File: src/rtl/pwr_mode_pkg.sv
package pwr_mode_pkg;
  typedef enum logic [1:0] {
    MODE_ACTIVE = 2'b00,
    MODE_IDLE   = 2'b01,
    MODE_PDOWN  = 2'b10
  } pmode_e;

  localparam int unsigned BIT_IDL  = 0;
  localparam int unsigned BIT_PD   = 1;
  localparam int unsigned BIT_GP0  = 2;
  localparam int unsigned BIT_GP1  = 3;
  localparam int unsigned BIT_BAUD = 7;
  localparam int unsigned REG_W    = 8;
endpackage

File: src/rtl/pwr_ctrl_reg.sv
module pwr_ctrl_reg
  import pwr_mode_pkg::*;
(
  input  logic             clk_i,
  input  logic             rst_ni,
  input  logic             wr_en_i,
  input  logic [REG_W-1:0] wdata_i,
  input  logic             wake_clr_i,
  output logic [REG_W-1:0] rdata_o,
  output logic             baud_o,
  output logic [1:0]       gp_o,
  output logic             idl_o,
  output logic             pd_o
);
  logic       baud_q, idl_q, pd_q;
  logic [1:0] gp_q;

  always_ff @(posedge clk_i or negedge rst_ni) begin
    if (!rst_ni) begin
      baud_q <= 1'b0;
      gp_q   <= 2'b00;
      idl_q  <= 1'b0;
      pd_q   <= 1'b0;
    end else if (wr_en_i) begin
      baud_q <= wdata_i[BIT_BAUD];
      gp_q   <= {wdata_i[BIT_GP1], wdata_i[BIT_GP0]};
      idl_q  <= wdata_i[BIT_IDL];
      pd_q   <= wdata_i[BIT_PD];
    end else if (wake_clr_i) begin
      // wake only drops the mode requests
      idl_q <= 1'b0;
      pd_q  <= 1'b0;
    end
  end

  always_comb begin
    rdata_o           = '0;
    rdata_o[BIT_BAUD] = baud_q;
    rdata_o[BIT_GP1]  = gp_q[1];
    rdata_o[BIT_GP0]  = gp_q[0];
    rdata_o[BIT_PD]   = pd_q;
    rdata_o[BIT_IDL]  = idl_q;
  end

  assign baud_o = baud_q;
  assign gp_o   = gp_q;
  assign idl_o  = idl_q;
  assign pd_o   = pd_q;

  a_r9_wake_keeps_flags: assert property (@(posedge clk_i) disable iff (!rst_ni)
    wake_clr_i |=> (baud_q == $past(baud_q)) && (gp_q == $past(gp_q)) && !idl_q && !pd_q);

  a_r1_write_lands: assert property (@(posedge clk_i) disable iff (!rst_ni)
    wr_en_i |=> (rdata_o == ($past(wdata_i) & 8'h8F)));
endmodule

File: src/rtl/pwr_wake_qual.sv
module pwr_wake_qual #(
  parameter int unsigned NUM_IRQ     = 5,
  parameter bit          WAKE_PD_IRQ = 1'b1
) (
  input  logic [NUM_IRQ-1:0] irq_req_i,
  input  logic [NUM_IRQ-1:0] irq_en_i,
  input  logic               irq_gen_en_i,
  output logic               wake_idle_o,
  output logic               wake_pd_o
);
  localparam int unsigned NUM_EXT = (NUM_IRQ < 2) ? NUM_IRQ : 2;

  logic [NUM_IRQ-1:0] qual;
  assign qual        = irq_req_i & irq_en_i & {NUM_IRQ{irq_gen_en_i}};
  assign wake_idle_o = |qual;

  generate
    if (WAKE_PD_IRQ) begin : g_pd_wake
      assign wake_pd_o = |qual[NUM_EXT-1:0];
    end else begin : g_pd_reset_only
      assign wake_pd_o = 1'b0;
    end
  endgenerate

  a_r7_pd_subset: assert final (!wake_pd_o || wake_idle_o);
endmodule

File: src/rtl/pwr_mode_fsm.sv
module pwr_mode_fsm
  import pwr_mode_pkg::*;
(
  input  logic   clk_i,
  input  logic   rst_ni,
  input  logic   wr_en_i,
  input  logic   wr_idl_i,
  input  logic   wr_pd_i,
  input  logic   wake_idle_i,
  input  logic   wake_pd_i,
  output pmode_e mode_o,
  output logic   wake_clr_o,
  output logic   cpu_en_o,
  output logic   per_en_o,
  output logic   osc_en_o
);
  pmode_e mode_q, mode_d;

  always_comb begin
    mode_d     = mode_q;
    wake_clr_o = 1'b0;
    unique case (mode_q)
      MODE_ACTIVE: begin
        if (wr_en_i && wr_pd_i)       mode_d = MODE_PDOWN;  // PD wins
        else if (wr_en_i && wr_idl_i) mode_d = MODE_IDLE;
      end
      MODE_IDLE: if (wake_idle_i) begin
        mode_d     = MODE_ACTIVE;
        wake_clr_o = 1'b1;
      end
      MODE_PDOWN: if (wake_pd_i) begin
        mode_d     = MODE_ACTIVE;
        wake_clr_o = 1'b1;
      end
      default: mode_d = MODE_ACTIVE;
    endcase
  end

  always_ff @(posedge clk_i or negedge rst_ni) begin
    if (!rst_ni) mode_q <= MODE_ACTIVE;
    else         mode_q <= mode_d;
  end

  assign mode_o   = mode_q;
  assign osc_en_o = (mode_q != MODE_PDOWN);
  assign per_en_o = (mode_q != MODE_PDOWN);
  assign cpu_en_o = (mode_q == MODE_ACTIVE);

  a_r5_pd_precedence: assert property (@(posedge clk_i) disable iff (!rst_ni)
    (mode_q == MODE_ACTIVE && wr_en_i && wr_pd_i) |=> (mode_q == MODE_PDOWN));

  a_r6_idle_wake: assert property (@(posedge clk_i) disable iff (!rst_ni)
    (mode_q == MODE_IDLE && wake_idle_i) |=> (mode_q == MODE_ACTIVE));

  a_r7_pd_hold: assert property (@(posedge clk_i) disable iff (!rst_ni)
    (mode_q == MODE_PDOWN && !wake_pd_i) |=> (mode_q == MODE_PDOWN));
endmodule

File: src/rtl/pwr_mode_ctrl.sv
module pwr_mode_ctrl
  import pwr_mode_pkg::*;
#(
  parameter int unsigned NUM_IRQ     = 5,
  parameter bit          WAKE_PD_IRQ = 1'b1
) (
  input  logic               clk_i,
  input  logic               rst_ni,
  input  logic               sfr_sel_i,
  input  logic               sfr_we_i,
  input  logic [7:0]         sfr_wdata_i,
  output logic [7:0]         sfr_rdata_o,
  input  logic [NUM_IRQ-1:0] irq_req_i,
  input  logic [NUM_IRQ-1:0] irq_en_i,
  input  logic               irq_gen_en_i,
  output logic               cpu_clk_en_o,
  output logic               per_clk_en_o,
  output logic               osc_en_o,
  output logic               baud_dbl_o,
  output logic [1:0]         gp_flags_o,
  output logic [1:0]         mode_o
);
  pmode_e mode;
  logic   wr_en, wake_clr, wake_idle, wake_pd, idl, pd;

  assign wr_en = sfr_sel_i && sfr_we_i && (mode == MODE_ACTIVE);

  pwr_ctrl_reg u_reg (
    .clk_i      (clk_i),
    .rst_ni     (rst_ni),
    .wr_en_i    (wr_en),
    .wdata_i    (sfr_wdata_i),
    .wake_clr_i (wake_clr),
    .rdata_o    (sfr_rdata_o),
    .baud_o     (baud_dbl_o),
    .gp_o       (gp_flags_o),
    .idl_o      (idl),
    .pd_o       (pd)
  );

  pwr_wake_qual #(.NUM_IRQ(NUM_IRQ), .WAKE_PD_IRQ(WAKE_PD_IRQ)) u_wake (
    .irq_req_i    (irq_req_i),
    .irq_en_i     (irq_en_i),
    .irq_gen_en_i (irq_gen_en_i),
    .wake_idle_o  (wake_idle),
    .wake_pd_o    (wake_pd)
  );

  pwr_mode_fsm u_fsm (
    .clk_i       (clk_i),
    .rst_ni      (rst_ni),
    .wr_en_i     (wr_en),
    .wr_idl_i    (sfr_wdata_i[BIT_IDL]),
    .wr_pd_i     (sfr_wdata_i[BIT_PD]),
    .wake_idle_i (wake_idle),
    .wake_pd_i   (wake_pd),
    .mode_o      (mode),
    .wake_clr_o  (wake_clr),
    .cpu_en_o    (cpu_clk_en_o),
    .per_en_o    (per_clk_en_o),
    .osc_en_o    (osc_en_o)
  );

  assign mode_o = mode;

  a_r3_idle_cpu_only: assert property (@(posedge clk_i) disable iff (!rst_ni)
    (wr_en && sfr_wdata_i[BIT_IDL] && !sfr_wdata_i[BIT_PD])
      |=> (!cpu_clk_en_o && per_clk_en_o && osc_en_o && idl));

  a_r4_pd_all_off: assert property (@(posedge clk_i) disable iff (!rst_ni)
    (wr_en && sfr_wdata_i[BIT_PD]) |=> (!osc_en_o && !cpu_clk_en_o && !per_clk_en_o && pd));

  a_r10_locked: assert property (@(posedge clk_i) disable iff (!rst_ni)
    (sfr_sel_i && sfr_we_i && !cpu_clk_en_o)
      |=> (sfr_rdata_o[7:2] == $past(sfr_rdata_o[7:2])));

  a_r2_flags_follow: assert property (@(posedge clk_i) disable iff (!rst_ni)
    (baud_dbl_o == sfr_rdata_o[BIT_BAUD]) && (gp_flags_o == sfr_rdata_o[3:2]));
endmodule

File: config.mk
export PLATFORM = sky130hd
export DESIGN_NAME = pwr_mode_ctrl
export DESIGN_NICKNAME = d
export VERILOG_FILES = /design/src/rtl/pwr_mode_pkg.sv /design/src/rtl/pwr_ctrl_reg.sv /design/src/rtl/pwr_wake_qual.sv /design/src/rtl/pwr_mode_fsm.sv /design/src/rtl/pwr_mode_ctrl.sv
export SDC_FILE = /design/constraint.sdc
export NUM_CORES = 1
export LEC_CHECK = 0
export BUFFER_PORTS_ARGS = -buffer_cell sky130_fd_sc_hd__buf_4
export CORE_UTILIZATION = 35
export DETAILED_ROUTE_END_ITERATION = 8
export HOLD_SLACK_MARGIN = 0.02
export PLACE_DENSITY_LB_ADDON = 0.12
export REMOVE_ABC_BUFFERS = 1
export SLEW_MARGIN = 20
export SYNTH_ARGS = -nofsm -noshare
export SYNTH_HDL_FRONTEND = slang
export SYNTH_SLANG_ARGS = --single-unit
File: constraint.sdc
create_clock -name clk_i -period 2.4 [get_ports clk_i]
set_input_delay 0.24 -clock clk_i [delete_from_list [all_inputs] [get_ports clk_i]]
set_output_delay 0.24 -clock clk_i [all_outputs]
set_load 0.03 [all_outputs]
Word level (Yosys, flattened, before mapping)
Index checks and enable logic that the tools add are counted.
{"block": "totals", "reg_bits": 7, "in_bits": 23}
{"block": "op_classes", "mux": 11, "reduce_logical": 9, "n_eq_ne": 6, "bitwise": 2}
{"operator": "$and 5x5->5", "n": 2}
{"operator": "$mux 2", "n": 4}
{"operator": "$pmux 2 s3", "n": 1}
{"operator": "$mux 1", "n": 5}
{"operator": "$reduce_or 5->1", "n": 1}
{"operator": "$logic_and 1x1->1", "n": 4}
{"operator": "$ne 2x1->1 const B", "n": 2}
{"operator": "$ne 3x1->1 const B", "n": 1}
{"operator": "$reduce_and 3->1", "n": 1}
{"operator": "$eq 2x1->1 const B", "n": 1}
{"operator": "$eq 2x2->1 const B", "n": 1}
{"operator": "$logic_not 2->1", "n": 1}
{"operator": "$ne 2x2->1 const B", "n": 1}
{"operator": "$pmux 1 s2", "n": 1}
{"operator": "$reduce_bool 2->1", "n": 1}
{"operator": "$reduce_or 2->1", "n": 1}

Logic depth before layout (Yosys ltp)
{"block": "logic_depth", "word_depth": 7, "depth_mapped": 6, "mapped_depth_nobuf": 6}

Hierarchy
A second synthesis with hierarchy kept.
{"block": "hier_totals", "hier_cells": 48, "hier_area_um2": 485.5}
{"mod": "pwr_ctrl_reg", "cells_per_inst": 20, "area_per_inst_um2": 245.2, "n_inst": 1}
{"mod": "pwr_mode_fsm", "cells_per_inst": 23, "area_per_inst_um2": 196.4, "n_inst": 1}
{"mod": "pwr_wake_qual", "cells_per_inst": 4, "area_per_inst_um2": 31.3, "n_inst": 1}
{"mod": "pwr_mode_ctrl", "cells_per_inst": 1, "area_per_inst_um2": 12.5, "n_inst": 1}

Worst setup path after synthesis
OpenSTA, ideal clock, no wires.
{"block": "synth_path", "kind": "register to register", "startpoint": "register u_fsm.mode_q[0], in the netlist u_fsm.mode_o[0]", "endpoint": "register u_reg.baud_q, in the netlist u_reg.baud_o", "path_stages_with_launch": 5, "t_required_ns": 2.275, "path_slack_ns": 0.653, "n_path_buf": 0, "arrival_ns": 1.622, "path_cell_list": "dfrtp_1 > inv_1 > ha_1 > nand3_1 > mux2_2"}
{"block": "synth_between", "elab_chain_cells": 2}
{"item": "start, declared", "line": "pwr_mode_fsm.sv:17", "source": "pmode_e mode_q, mode_d;"}
{"item": "start signal, assigned", "line": "pwr_mode_fsm.sv:41", "source": "else mode_q <= mode_d;"}
{"item": "$logic_not 2->1"}
{"item": "named net cpu_clk_en_o", "line": "pwr_mode_ctrl.sv:16", "source": "output logic cpu_clk_en_o,"}
{"item": "$logic_and 1x1->1", "line": "pwr_mode_ctrl.sv:26", "source": "assign wr_en = sfr_sel_i && sfr_we_i && (mode == MODE_ACTIVE);"}
{"item": "end signal, assigned", "line": "pwr_ctrl_reg.sv:25", "source": "baud_q <= wdata_i[BIT_BAUD];"}
{"item": "end, declared", "line": "pwr_ctrl_reg.sv:15", "source": "logic baud_q, idl_q, pd_q;"}
The timed path passes the listed nets, and every way through them passes these cells.
A chain may end at the register's enable or synchronous reset.

Worst setup path in the final report
{"block": "layout_path", "startpoint": "register u_fsm.mode_q[0], in the netlist u_fsm.mode_o[0]", "endpoint": "register u_fsm.mode_q[0], in the netlist u_fsm.mode_o[0]"}
{"block": "layout_between", "elab_chain_cells": 5}
{"item": "$logic_not 2->1", "line": "pwr_mode_fsm.sv:22, pwr_mode_ctrl.sv:26"}
{"item": "$logic_and 1x1->1", "line": "pwr_mode_ctrl.sv:26"}
{"item": "$logic_and 1x1->1, on equally long branches", "line": "pwr_mode_fsm.sv:25, pwr_mode_fsm.sv:24"}
{"item": "$ne 3x1->1 (no line) or $mux 2 (tied branches)"}
{"item": "$reduce_and 3->1 (no line) or $pmux 2 s3 (tied branches)"}
Several ways; a longest one is shown, not always the timed one.

==> run summary <==
status: finished, final reports clean
Pwr Density: 1320 nW/µm²
Mapped Cells: 47
largest net degree at the start of global routing: 9
share of the synthesized area in the top cell type: 37.1%
Placer Congestion: 0.644
Slew Viols, Final: 0
Final Cycle Share: 65.5%
clock sink count: 7
Ys Warns: 0
post-synthesis async set-or-reset flop share: 100%
ys flop type: dfrtp_1
Crit-path slowest cell: dfrtp_1
synthesized area per cell: 10.0 µm²
average wire per standard cell: 10.5 µm
Die Area: 1500 µm²
worst-path fanout max: 4
Post-synth EDFFs: 0
Seq cells post-synth: 7
peak supply drop: 699 µV
First DRT Iteration DRCs: 7
delay of the slowest cell on the worst path: 0.39 ns
top cell types by occurrence after synthesis: buf_4, dfrtp_1, inv_1
Critical Path End Type: flop
CP Launch Type: flop
initial antenna violation count: 0
H-tree depth: 1
Overall Global Routing Usage: 14.7%
post-route cell area: 706 µm²
Row Count: 12
maxcap violations: 0
WP buf/inv: 1
mapped cell area: 472 µm²
worst skew pair latency: 0.24 ns
core region area: 1170 µm²
Lkg Pwr: 0.000385 µW
Syn-to-layout area delta: 49.6%
routed wire length: 955 µm
TritonCTS buffer count: 3
Arr. time, crit path: 1.70 ns
drt drc: 0
Final Total Pwr: 932 µW
Die Y: 38.7 µm
# nets final: 104
setup TNS: 0 ns
Top Family by Delay on Critical Path: compound AO/OA/AOI/OAI gates
Post-DP Area: 669 µm²
clock root buffer: clkbuf_4
final worst path period need: 1.57 ns
final hold vios: 0
layout cells sized above 1: 50.6%
drt pass-1 iters: 4
R2R cell count: 6
Critical Path RT: 2.53 ns
fmax: 0.636 GHz
initial core utilization: 40.3%
post-synthesis sequential area ratio: 37.1%
Reg clk slew, reported paths: 0.05 ns
count leader, synth: buf_4
Top Ports: 39
buffer depth of the longest clock path: 2
Final WS setup: 0.828 ns
GRT overflow: 0
unrepaired setup endpoints after global routing: false
largest cells by area after synthesis: dfrtp_1, buf_4, ha_1
critical path cell sequence: inv_1 -> ha_1 -> nand2b_1 -> o221ai_1 -> nand2_1 -> a22o_1
die width: 38.7 µm
clk_skew: 0.00339 ns
Synth cell types: 21
Place WS: 0.828 ns
Via density: 4.67
global-route wire length before repair: 1.47 mm
post-synth top area cell: dfrtp_1
Levels on crit path: 6
buffers added on ports: 32
CTS tree: yes
Final setup viols: 0
worst hold path depth: 2
vias in the first global route: 400
routed vias: 425
remaining antenna violation count: 0
worst hold path class: in -> reg
critical path start-end classification: reg -> reg
HPWL after DPL: 822 µm
n_diodes: 0
## placed cells by master (no fill, tap or decap), types with 2 or more instances in the layout
cell type,n
conb_1,3
nor2_1,3
dfrtp_1,7
buf_4,32
nand2_1,2
mux2_2,3
mux2i_1,2
ha_1,3
inv_1,5
clkbuf_4,3
## what timing repair did
| item | CTS | global route |
|---|---|---|
| hold endpoints to repair | 7 | 0 |
| resized for setup | 0 | 0 |
| endpoints found under the setup margin | 0 | 0 |
| hold buffers | 1 | 0 |
| buffers inserted | 0 | 0 |
## area by class of cell
cell class	count	area, µm²
multi-input cells	28	218
repair buffers	33	250
fillers	106	465
inverters	5	18.8
clock buffers	4	26.3
flip-flops and latches	7	175
well taps	14	17.5
## worst register-to-register path: cells and delay by family, from the launching register on
kind	cells	cell delay, ns
compound gates	2	0.52
fa+ha+maj	1	0.21
buf+inv	1	0.08
flops	1	0.39
simple gates	2	0.26
## kinds of logic after synthesis
kind of cell,Yosys count,share of synthesized area [%]
adders and majority gates,3,7.96
other,1,0.795
buffers and inverters,14,18.3
DFF,7,37.1
AOI/OAI and AO/OA,8,15.1
muxes,5,11.4
and+or+nand+nor,9,9.29
## routing by layer
layer  up-vias  GRT usage [%]  wire, µm
li1        214              -         -
met3         2           3.47        57
met4         0           10.3         6
met1       192           14.3       395
met5         -              0         0
met2        17           26.7       495
## registers in the layout, summed over array words and instances, names as in the netlist
signal	count
u_fsm.mode_o	2
u_reg.gp_o	2
u_reg.baud_o	1
u_reg.idl_o	1
u_reg.pd_o	1
## metrics by stage
| step | util, % | hold WS, ns | cells |
|---|---|---|---|
| floorplan | - | -0.0556 | 40 |
| global placement | 57.2 | 0.0553 | 86 |
| detailed placement | 57.2 | 0.0583 | 86 |
| CTS | 60.3 | 0.220 | 91 |
| global route | 60.3 | 0.214 | 91 |
| finish | 60.3 | 0.227 | 91 |
## worst paths after layout
check	endpoint	start	slack (ns)
max	u_fsm.mode_o[0]	u_fsm.mode_o[0]	0.83
min	u_reg.gp_o[0]	sfr_wdata_i[2]	0.23
max reg2reg	u_fsm.mode_o[0]	u_fsm.mode_o[0]	0.83
min reg2reg	u_reg.idl_o	u_reg.idl_o	0.54
max in group asynchronous	u_fsm.mode_o[0]	rst_ni	1.94
min in group asynchronous	u_reg.gp_o[1]	rst_ni	0.34
## power breakdown
group,switching (µW),leakage [µW],internal [µW]
clock,38.8,0.0000150,63.2
combinational,365,0.000284,246
sequential,42.8,0.0000857,175
total,447,0.000385,485
No activity file was read; power rests on OpenSTA's default activity.
